[src/rtl/exu_pkg.sv]
package exu_pkg;

  localparam int INSN_W   = 32;
  localparam int IMM_W    = 16;
  localparam int REG_AW   = 5;
  localparam int OPC_W    = 6;
  localparam int FUN_W    = 6;
  localparam int SHAMT_W  = 5;

  // field positions (fixed by the encoding)
  localparam int OPC_LSB  = 26;
  localparam int RS_LSB   = 21;
  localparam int RT_LSB   = 16;
  localparam int RD_LSB   = 11;
  localparam int SH_LSB   = 6;

  typedef enum logic [3:0] {
    OP_ADD, OP_SUB, OP_AND, OP_OR, OP_NOR,
    OP_SLL, OP_SRL, OP_SLT, OP_PASS, OP_NONE
  } alu_op_e;

  typedef enum logic [1:0] {
    EXT_SIGN, EXT_ZERO, EXT_UPPER
  } ext_mode_e;

  typedef struct packed {
    alu_op_e   op;
    ext_mode_e ext;
    logic      use_imm;
    logic      dst_is_rt;
    logic      legal;
  } ctrl_t;

  // opcode values
  localparam logic [OPC_W-1:0] OPC_REG  = 6'h00;
  localparam logic [OPC_W-1:0] OPC_ADDI = 6'h08;
  localparam logic [OPC_W-1:0] OPC_SLTI = 6'h0A;
  localparam logic [OPC_W-1:0] OPC_ANDI = 6'h0C;
  localparam logic [OPC_W-1:0] OPC_ORI  = 6'h0D;
  localparam logic [OPC_W-1:0] OPC_LUI  = 6'h0F;

  // function codes
  localparam logic [FUN_W-1:0] FN_SLL = 6'h00;
  localparam logic [FUN_W-1:0] FN_SRL = 6'h02;
  localparam logic [FUN_W-1:0] FN_ADD = 6'h20;
  localparam logic [FUN_W-1:0] FN_SUB = 6'h22;
  localparam logic [FUN_W-1:0] FN_AND = 6'h24;
  localparam logic [FUN_W-1:0] FN_OR  = 6'h25;
  localparam logic [FUN_W-1:0] FN_NOR = 6'h27;

  localparam ctrl_t CTRL_BAD = '{op: OP_NONE, ext: EXT_ZERO, use_imm: 1'b0,
                                 dst_is_rt: 1'b0, legal: 1'b0};

  function automatic ctrl_t reg_ctrl(alu_op_e op);
    return '{op: op, ext: EXT_ZERO, use_imm: 1'b0, dst_is_rt: 1'b0, legal: 1'b1};
  endfunction

  function automatic ctrl_t imm_ctrl(alu_op_e op, ext_mode_e ext);
    return '{op: op, ext: ext, use_imm: 1'b1, dst_is_rt: 1'b1, legal: 1'b1};
  endfunction

endpackage

[src/rtl/exu_decode.sv]
module exu_decode
  import exu_pkg::*;
(
  input  logic [OPC_W-1:0] opcode_i,
  input  logic [FUN_W-1:0] funct_i,
  output ctrl_t            ctrl_o
);

  ctrl_t reg_form;
  ctrl_t imm_form;

  // register-form operation from the function code
  always_comb begin
    unique case (funct_i)
      FN_ADD:  reg_form = reg_ctrl(OP_ADD);
      FN_SUB:  reg_form = reg_ctrl(OP_SUB);
      FN_AND:  reg_form = reg_ctrl(OP_AND);
      FN_OR:   reg_form = reg_ctrl(OP_OR);
      FN_NOR:  reg_form = reg_ctrl(OP_NOR);
      FN_SLL:  reg_form = reg_ctrl(OP_SLL);
      FN_SRL:  reg_form = reg_ctrl(OP_SRL);
      default: reg_form = CTRL_BAD;
    endcase
  end

  // immediate-form operation and extension mode from the opcode
  always_comb begin
    unique case (opcode_i)
      OPC_ADDI: imm_form = imm_ctrl(OP_ADD,  EXT_SIGN);
      OPC_SLTI: imm_form = imm_ctrl(OP_SLT,  EXT_SIGN);
      OPC_ANDI: imm_form = imm_ctrl(OP_AND,  EXT_ZERO);
      OPC_ORI:  imm_form = imm_ctrl(OP_OR,   EXT_ZERO);
      OPC_LUI:  imm_form = imm_ctrl(OP_PASS, EXT_UPPER);
      default:  imm_form = CTRL_BAD;
    endcase
  end

  assign ctrl_o = (opcode_i == OPC_REG) ? reg_form : imm_form;

  // a legal decode never carries the placeholder operation
  always_comb begin

    legal_op_chk: assert (!ctrl_o.legal || ctrl_o.op != OP_NONE)
      else $error("legal decode with no operation");
  end

endmodule

[src/rtl/exu_immext.sv]
module exu_immext
  import exu_pkg::*;
#(
  parameter int DATA_W = 32
) (
  input  logic [IMM_W-1:0]  imm_i,
  input  ext_mode_e         mode_i,
  output logic [DATA_W-1:0] imm_o
);

  localparam int HI_W = DATA_W - IMM_W;

  logic [DATA_W-1:0] as_signed, as_zero, as_upper;

  assign as_signed = {{HI_W{imm_i[IMM_W-1]}}, imm_i};
  assign as_zero   = {{HI_W{1'b0}}, imm_i};
  assign as_upper  = {imm_i, {HI_W{1'b0}}};

  always_comb begin
    unique case (mode_i)
      EXT_SIGN:  imm_o = as_signed;
      EXT_UPPER: imm_o = as_upper;
      default:   imm_o = as_zero;
    endcase
  end

  always_comb begin

    sext_fill_chk: assert (mode_i != EXT_SIGN ||
                           imm_o[DATA_W-1:IMM_W-1] == '0 ||
                           imm_o[DATA_W-1:IMM_W-1] == '1)
      else $error("sign extension not uniform");

    zext_fill_chk: assert (mode_i != EXT_ZERO || imm_o[DATA_W-1:IMM_W] == '0)
      else $error("zero extension leaked upper bits");
  end

endmodule

[src/rtl/exu_alu.sv]
module exu_alu
  import exu_pkg::*;
#(
  parameter int DATA_W = 32
) (
  input  alu_op_e            op_i,
  input  logic [DATA_W-1:0]  a_i,
  input  logic [DATA_W-1:0]  b_i,
  input  logic [DATA_W-1:0]  shv_i,
  input  logic [SHAMT_W-1:0] shamt_i,
  output logic [DATA_W-1:0]  y_o
);

  function automatic logic [DATA_W-1:0] f_add(logic [DATA_W-1:0] x, logic [DATA_W-1:0] y);
    return x + y;
  endfunction

  function automatic logic [DATA_W-1:0] f_sub(logic [DATA_W-1:0] x, logic [DATA_W-1:0] y);
    return x + ~y + 1'b1;
  endfunction

  function automatic logic [DATA_W-1:0] f_slt(logic [DATA_W-1:0] x, logic [DATA_W-1:0] y);
    logic lt;
    lt = (x[DATA_W-1] != y[DATA_W-1]) ? x[DATA_W-1] : (x[DATA_W-2:0] < y[DATA_W-2:0]);
    return {{(DATA_W-1){1'b0}}, lt};
  endfunction

  always_comb begin
    unique case (op_i)
      OP_ADD:  y_o = f_add(a_i, b_i);
      OP_SUB:  y_o = f_sub(a_i, b_i);
      OP_AND:  y_o = a_i & b_i;
      OP_OR:   y_o = a_i | b_i;
      OP_NOR:  y_o = ~(a_i | b_i);
      OP_SLL:  y_o = shv_i << shamt_i;
      OP_SRL:  y_o = shv_i >> shamt_i;
      OP_SLT:  y_o = f_slt(a_i, b_i);
      OP_PASS: y_o = b_i;
      default: y_o = '0;
    endcase
  end

  logic [DATA_W-1:0] low_mask;
  assign low_mask = (DATA_W'(1) << shamt_i) - DATA_W'(1);

  always_comb begin

    nor_disjoint_chk: assert (op_i != OP_NOR || (y_o & (a_i | b_i)) == '0)
      else $error("nor result overlaps operands");

    sll_fill_chk: assert (op_i != OP_SLL || (y_o & low_mask) == '0)
      else $error("left shift did not clear low bits");

    srl_fill_chk: assert (op_i != OP_SRL || (y_o & ~(~low_mask >> shamt_i) & ~low_mask) == '0
                          || shamt_i == '0)
      else $error("right shift did not clear high bits");

    slt_bool_chk: assert (op_i != OP_SLT || y_o[DATA_W-1:1] == '0)
      else $error("compare result not boolean");
  end

endmodule

[src/rtl/exu_core.sv]
module exu_core
  import exu_pkg::*;
#(
  parameter int DATA_W = 32
) (
  input  logic [INSN_W-1:0] insn_i,
  input  logic [DATA_W-1:0] rs_val_i,
  input  logic [DATA_W-1:0] rt_val_i,
  output logic [DATA_W-1:0] result_o,
  output logic [REG_AW-1:0] dst_idx_o,
  output logic              wr_en_o,
  output logic              illegal_o
);

  // named field taps
  logic [OPC_W-1:0]   f_opc;
  logic [REG_AW-1:0]  f_rt, f_rd;
  logic [SHAMT_W-1:0] f_sh;
  logic [FUN_W-1:0]   f_fn;
  logic [IMM_W-1:0]   f_imm;

  assign f_opc = insn_i[OPC_LSB +: OPC_W];
  assign f_rt  = insn_i[RT_LSB  +: REG_AW];
  assign f_rd  = insn_i[RD_LSB  +: REG_AW];
  assign f_sh  = insn_i[SH_LSB  +: SHAMT_W];
  assign f_fn  = insn_i[0 +: FUN_W];
  assign f_imm = insn_i[0 +: IMM_W];

  ctrl_t             ctrl;
  logic [DATA_W-1:0] imm_ext, opnd_b, alu_y;

  exu_decode u_dec (
    .opcode_i (f_opc),
    .funct_i  (f_fn),
    .ctrl_o   (ctrl)
  );

  exu_immext #(.DATA_W(DATA_W)) u_ext (
    .imm_i  (f_imm),
    .mode_i (ctrl.ext),
    .imm_o  (imm_ext)
  );

  assign opnd_b = ctrl.use_imm ? imm_ext : rt_val_i;

  exu_alu #(.DATA_W(DATA_W)) u_alu (
    .op_i    (ctrl.op),
    .a_i     (rs_val_i),
    .b_i     (opnd_b),
    .shv_i   (rt_val_i),
    .shamt_i (f_sh),
    .y_o     (alu_y)
  );

  // events brought out for checking
  logic ev_illegal, ev_lui;
  assign ev_illegal = !ctrl.legal;
  assign ev_lui     = ctrl.legal && ctrl.op == OP_PASS;

  assign illegal_o = ev_illegal;
  assign wr_en_o   = ctrl.legal;
  assign result_o  = ctrl.legal ? alu_y : '0;
  assign dst_idx_o = !ctrl.legal ? '0 : (ctrl.dst_is_rt ? f_rt : f_rd);

  always_comb begin

    illegal_quiet_chk: assert (!illegal_o || (!wr_en_o && result_o == '0 && dst_idx_o == '0))
      else $error("illegal word produced a write");

    lui_low_chk: assert (!ev_lui || result_o[IMM_W-1:0] == '0)
      else $error("upper-immediate left low bits set");

    lui_high_chk: assert (!ev_lui || result_o[DATA_W-1:DATA_W-IMM_W] == f_imm)
      else $error("upper-immediate lost the constant");

    dst_field_chk: assert (!wr_en_o || dst_idx_o == f_rd || dst_idx_o == f_rt)
      else $error("destination not from an encoded field");
  end

endmodule

[config.mk]
export PLATFORM = sky130hd
export DESIGN_NAME = exu_core
export DESIGN_NICKNAME = d
export VERILOG_FILES = /design/src/rtl/exu_pkg.sv /design/src/rtl/exu_decode.sv /design/src/rtl/exu_immext.sv /design/src/rtl/exu_alu.sv /design/src/rtl/exu_core.sv
export SDC_FILE = /design/constraint.sdc
export NUM_CORES = 1
export LEC_CHECK = 0
export CORE_UTILIZATION = 45
export DETAILED_ROUTE_END_ITERATION = 8
export GPL_TIMING_DRIVEN = 0
export PLACE_DENSITY_LB_ADDON = 0.05
export SYNTH_ARGS = -nofsm -noshare
export SYNTH_HDL_FRONTEND = slang
export SYNTH_SLANG_ARGS = --single-unit
[constraint.sdc]
create_clock -name vclk -period 13.35
set_input_delay 1.335 -clock vclk [all_inputs]
set_output_delay 1.335 -clock vclk [all_outputs]
set_load 0.01 [all_outputs]
==> impl.org <==
** Floorplan
- Floorplan die height :: 145 um
- Area of the die :: 0.0211 mm^2
- Measured along the x axis, the die boundary spans 145 um.
- During I/O placement, the number of pins put on the boundary was 135.
- For this configuration, the core starts out at a cell density of 0.458.
- Placeable core region :: 0.0202 mm^2
- Site Rows :: 52

** Placed design
- Setup WS pre-CTS :: 4.12 ns
- Number of port buffers :: 124
- Final RePlAce weighted congestion :: 1.08
- Detailed placement finished with a half-perimeter wire length of 38700 um.
- Placed Cells :: 1777

** Worst setup path
- Kind of end point of the critical path :: output port
- The critical path is of the input pin to output port type.
- STA puts the critical path data arrival time at 8.26 ns.
- Tracing the worst setup path back leads to its startpoint at insn_i[29].
- Critical path endpoint :: result_o[28]
- STA classifies the critical path startpoint as an input pin.
- Largest fanout of any net on the critical path :: 10
- Data on the critical path is required at its endpoint by 12.02 ns.

** STA
- Pins Over Slew Limit :: 0
- Slew margin rel. :: 0.234
- Dividing the final minimum period by the clock period gives 0.718.
- Number of setup violations in the final report :: 0
- The worst path in the final design needs a cycle of 9.59 ns, including I/O delays and setup.
- Top achievable clock speed :: 104 MHz
- For the final routed database, the setup TNS stands at 0 ns.
- Worst Tran Pin Value :: 1.14 ns
- Hold violation count in the final report :: 0
- Final Worst Setup Slack :: 3.76 ns
- Unrepaired setup endpoints after global routing :: false
- Hold timing on the final database bottoms out at a slack of 3.65 ns.

** Power
- Of the total power, combinational logic draws 1.000.
- Of the total power, the clock network draws 0.
- The analysis attributes to cell leakage a power of 4.52 nW.
- Ratio of total power to cell area :: 42.8 mW/mm^2
- Cell internal power was estimated by the tool at 172 uW.
- Largest voltage drop on the vdd net :: 0.0417 mV
- Of the total power, registers draw 0.
- The completed layout was analyzed and its total power is 463 uW.
- Switch share :: 0.630
- The analysis attributes to net switching a power of 292 uW.

** Detailed routing
- The detail route stage leaves a number of antenna-violating nets equal to 0.
- In the final routed layout, each cell accounts on average for 26.4 um.
- Number of vias per cell :: 6.78
- Total routed wirelength :: 46900 um
- Vias post-DR :: 12048
- Initial DRC count :: 1312
- Length of the first detailed-routing pass in iterations :: 5
- Drc violations :: 0

** Final layout
- Final antenna diode count :: 0
- Summing all flip-flop and latch instances after layout gives 0 um^2.
- CLK BUF :: 0
- Final-stage net count :: 1702
- Total number of sequential cells :: 0
- Filler cell count in the final layout :: 2140
- The area growth from synthesis to layout is 17.1%.
- Excluding fillers, the count of instances in the completed layout stands at 1777.
- Fraction of layout cells with a size suffix above 1 :: 0.0816

** Hold path
- The min-delay analysis places its worst path in the category input pin to output port.

** Global route
- Pin count of the biggest net entering global routing :: 11
- The number of global-route vias before repair came to 11380.
- Overall fraction of global-route tracks in use :: 0.430
- Antenna violations before repair :: 1
- For this run the aggregate overflow at the end of global routing stands at 0.
- The first global-routing pass estimated 69600 um of wire.

** Synth
- After synthesis, the mean cell area works out to 6.69 um^2.
- Gate count after technology mapping :: 1383
- Warning count from the yosys run :: 0
- The share of the Yosys chip area taken by registers is 0.
- Counting distinct cell types in the post-synthesis netlist gives 91.
- Syn Std Cell Area :: 0.00925 mm^2
- Synthesized netlist net count :: 1576

** Outcome
- Outcome :: finished, final reports clean

** Run
- The tool flagged a number of max-cap violations equal to 0.

** Clocking
- Number of buffers inserted by hold repair at cts :: 0
- Post-CTS Setup Repair Bufs :: 0
- Post-cts gate resize count :: 0
[cells by family after synthesis]
group / Yosys count / share of synthesized area
xor+xnor: 27 / 0.0256
compound gates: 485 / 0.352
buf+inv: 214 / 0.0982
fa+ha+maj: 97 / 0.133
simple gates: 441 / 0.220
mux: 119 / 0.171
[power by group through the flow]
| stage | logic (mW) | registers (mW) | clock network (mW) |
|---|---|---|---|
| after global placement | 0.444 | 0 | 0 |
| final | 0.463 | 0 | 0 |
| after global routing | 0.490 | 0 | 0 |
| after detailed placement | 0.444 | 0 | 0 |
| after CTS | 0.446 | 0 | 0 |
| after floorplan | 0.281 | 0 | 0 |
[per-layer routing]
metal	up-vias	share of wire	GRT usage
met3	171	0.11	0.0966
li1	5342	-	-
met1	5689	0.39	0.547
met4	2	0.064	0.245
met2	844	0.43	0.670
met5	-	0.00028	0
[critical path, stage by stage]
cell	delay (ns)
sky130_fd_sc_hd__clkdlybuf4s50_1	0.52
sky130_fd_sc_hd__nor3b_1	0.31
sky130_fd_sc_hd__buf_2	0.25
sky130_fd_sc_hd__and2_1	0.14
sky130_fd_sc_hd__clkbuf_1	0.24
sky130_fd_sc_hd__clkbuf_1	0.41
sky130_fd_sc_hd__buf_1	0.39
sky130_fd_sc_hd__buf_1	0.64
sky130_fd_sc_hd__nor2_1	0.18
sky130_fd_sc_hd__inv_1	0.14
sky130_fd_sc_hd__ha_1	0.12
sky130_fd_sc_hd__clkbuf_1	0.36
sky130_fd_sc_hd__and3_1	0.26
sky130_fd_sc_hd__nand3_1	0.11
sky130_fd_sc_hd__o21bai_1	0.25
sky130_fd_sc_hd__nand2_1	0.16
sky130_fd_sc_hd__o21ai_0	0.21
sky130_fd_sc_hd__o311ai_0	0.84
sky130_fd_sc_hd__a21oi_1	0.23
sky130_fd_sc_hd__or4_1	0.51
sky130_fd_sc_hd__nand3_1	0.10
sky130_fd_sc_hd__clkdlybuf4s50_1	0.53
[stage by stage]
| step | cell area (um^2) | util |
|---|---|---|
| floorplan | 9250 | - |
| global placement | 10800 | 0.537 |
| detailed placement | 10800 | 0.537 |
| CTS | 10800 | 0.537 |
| global route | 10800 | 0.537 |
| finish | 10800 | 0.537 |
[area by class of cell]
cell class,count,area [um^2],area share
repair buffers,124,1240,0.115
multi-input cells,1169,8340,0.770
well taps,270,338,0.0312
inverters,104,390,0.0361
plain buffers,110,518,0.0478
[cells in the mapped netlist (all sizes together) (8+ instances only)]
library cell	n	share of area
o22ai	14	0.010
nor2	151	0.062
o221ai	12	0.011
a31oi	13	0.0088
nor3	18	0.0097
mux2	21	0.026
a21oi	129	0.070
a221oi	9	0.0092
o31ai	15	0.014
inv	104	0.042
a221o	14	0.015
ha	95	0.13
a2111oi	10	0.014
mux4	29	0.071
nand2	149	0.061
o2111ai	10	0.0095
nor2b	17	0.012
o211ai	22	0.018
nand4	9	0.0061
mux2i	69	0.075
nand2b	21	0.014
a211oi	39	0.033
nand3	30	0.016
o21ai	108	0.059
xnor2	23	0.022
a21o	16	0.013
o21bai	8	0.0065
buf	63	0.037
a22oi	15	0.012
a22o	8	0.0076
and3	8	0.0054
clkbuf	47	0.019
[cell usage in the layout (no fill, tap or decap), types with 12 or more instances in the layout]
cell type / synthesis / final
sky130_fd_sc_hd__ha_1: 95 / 95
sky130_fd_sc_hd__nor3_1: 18 / 18
sky130_fd_sc_hd__inv_1: 102 / 102
sky130_fd_sc_hd__nand2b_1: 21 / 21
sky130_fd_sc_hd__a221o_1: 14 / 14
sky130_fd_sc_hd__o31ai_1: 14 / 14
sky130_fd_sc_hd__nor2_1: 150 / 150
sky130_fd_sc_hd__o21ai_0: 100 / 100
sky130_fd_sc_hd__xnor2_1: 23 / 23
sky130_fd_sc_hd__nand3_1: 30 / 30
sky130_fd_sc_hd__nor2b_1: 17 / 17
sky130_fd_sc_hd__a31oi_1: 13 / 13
sky130_fd_sc_hd__o221ai_1: 12 / 12
sky130_fd_sc_hd__buf_2: 32 / 32
sky130_fd_sc_hd__mux4_2: 29 / 29
sky130_fd_sc_hd__clkdlybuf4s50_1: 0 / 124
sky130_fd_sc_hd__clkbuf_1: 46 / 46
sky130_fd_sc_hd__buf_1: 20 / 20
sky130_fd_sc_hd__o211ai_1: 21 / 21
sky130_fd_sc_hd__a21oi_1: 128 / 128
sky130_fd_sc_hd__mux2i_1: 69 / 69
sky130_fd_sc_hd__a211oi_1: 37 / 37
sky130_fd_sc_hd__nand2_1: 146 / 146
sky130_fd_sc_hd__a21o_1: 16 / 16
sky130_fd_sc_hd__a22oi_1: 15 / 15
sky130_fd_sc_hd__o22ai_1: 13 / 13
sky130_fd_sc_hd__mux2_2: 21 / 21
[worst min path at each step]
stage	start	slack, ns	cells past startpoint	end
floorplan	insn_i[11]	2.82	1	dst_idx_o[0]
global placement	insn_i[0]	3.64	6	result_o[16]
detailed placement	insn_i[0]	3.64	6	result_o[16]
CTS	insn_i[0]	3.64	6	result_o[16]
global route	insn_i[0]	3.66	6	result_o[16]
finish	insn_i[0]	3.65	6	result_o[16]
Power figures use the tool's default switching activity.
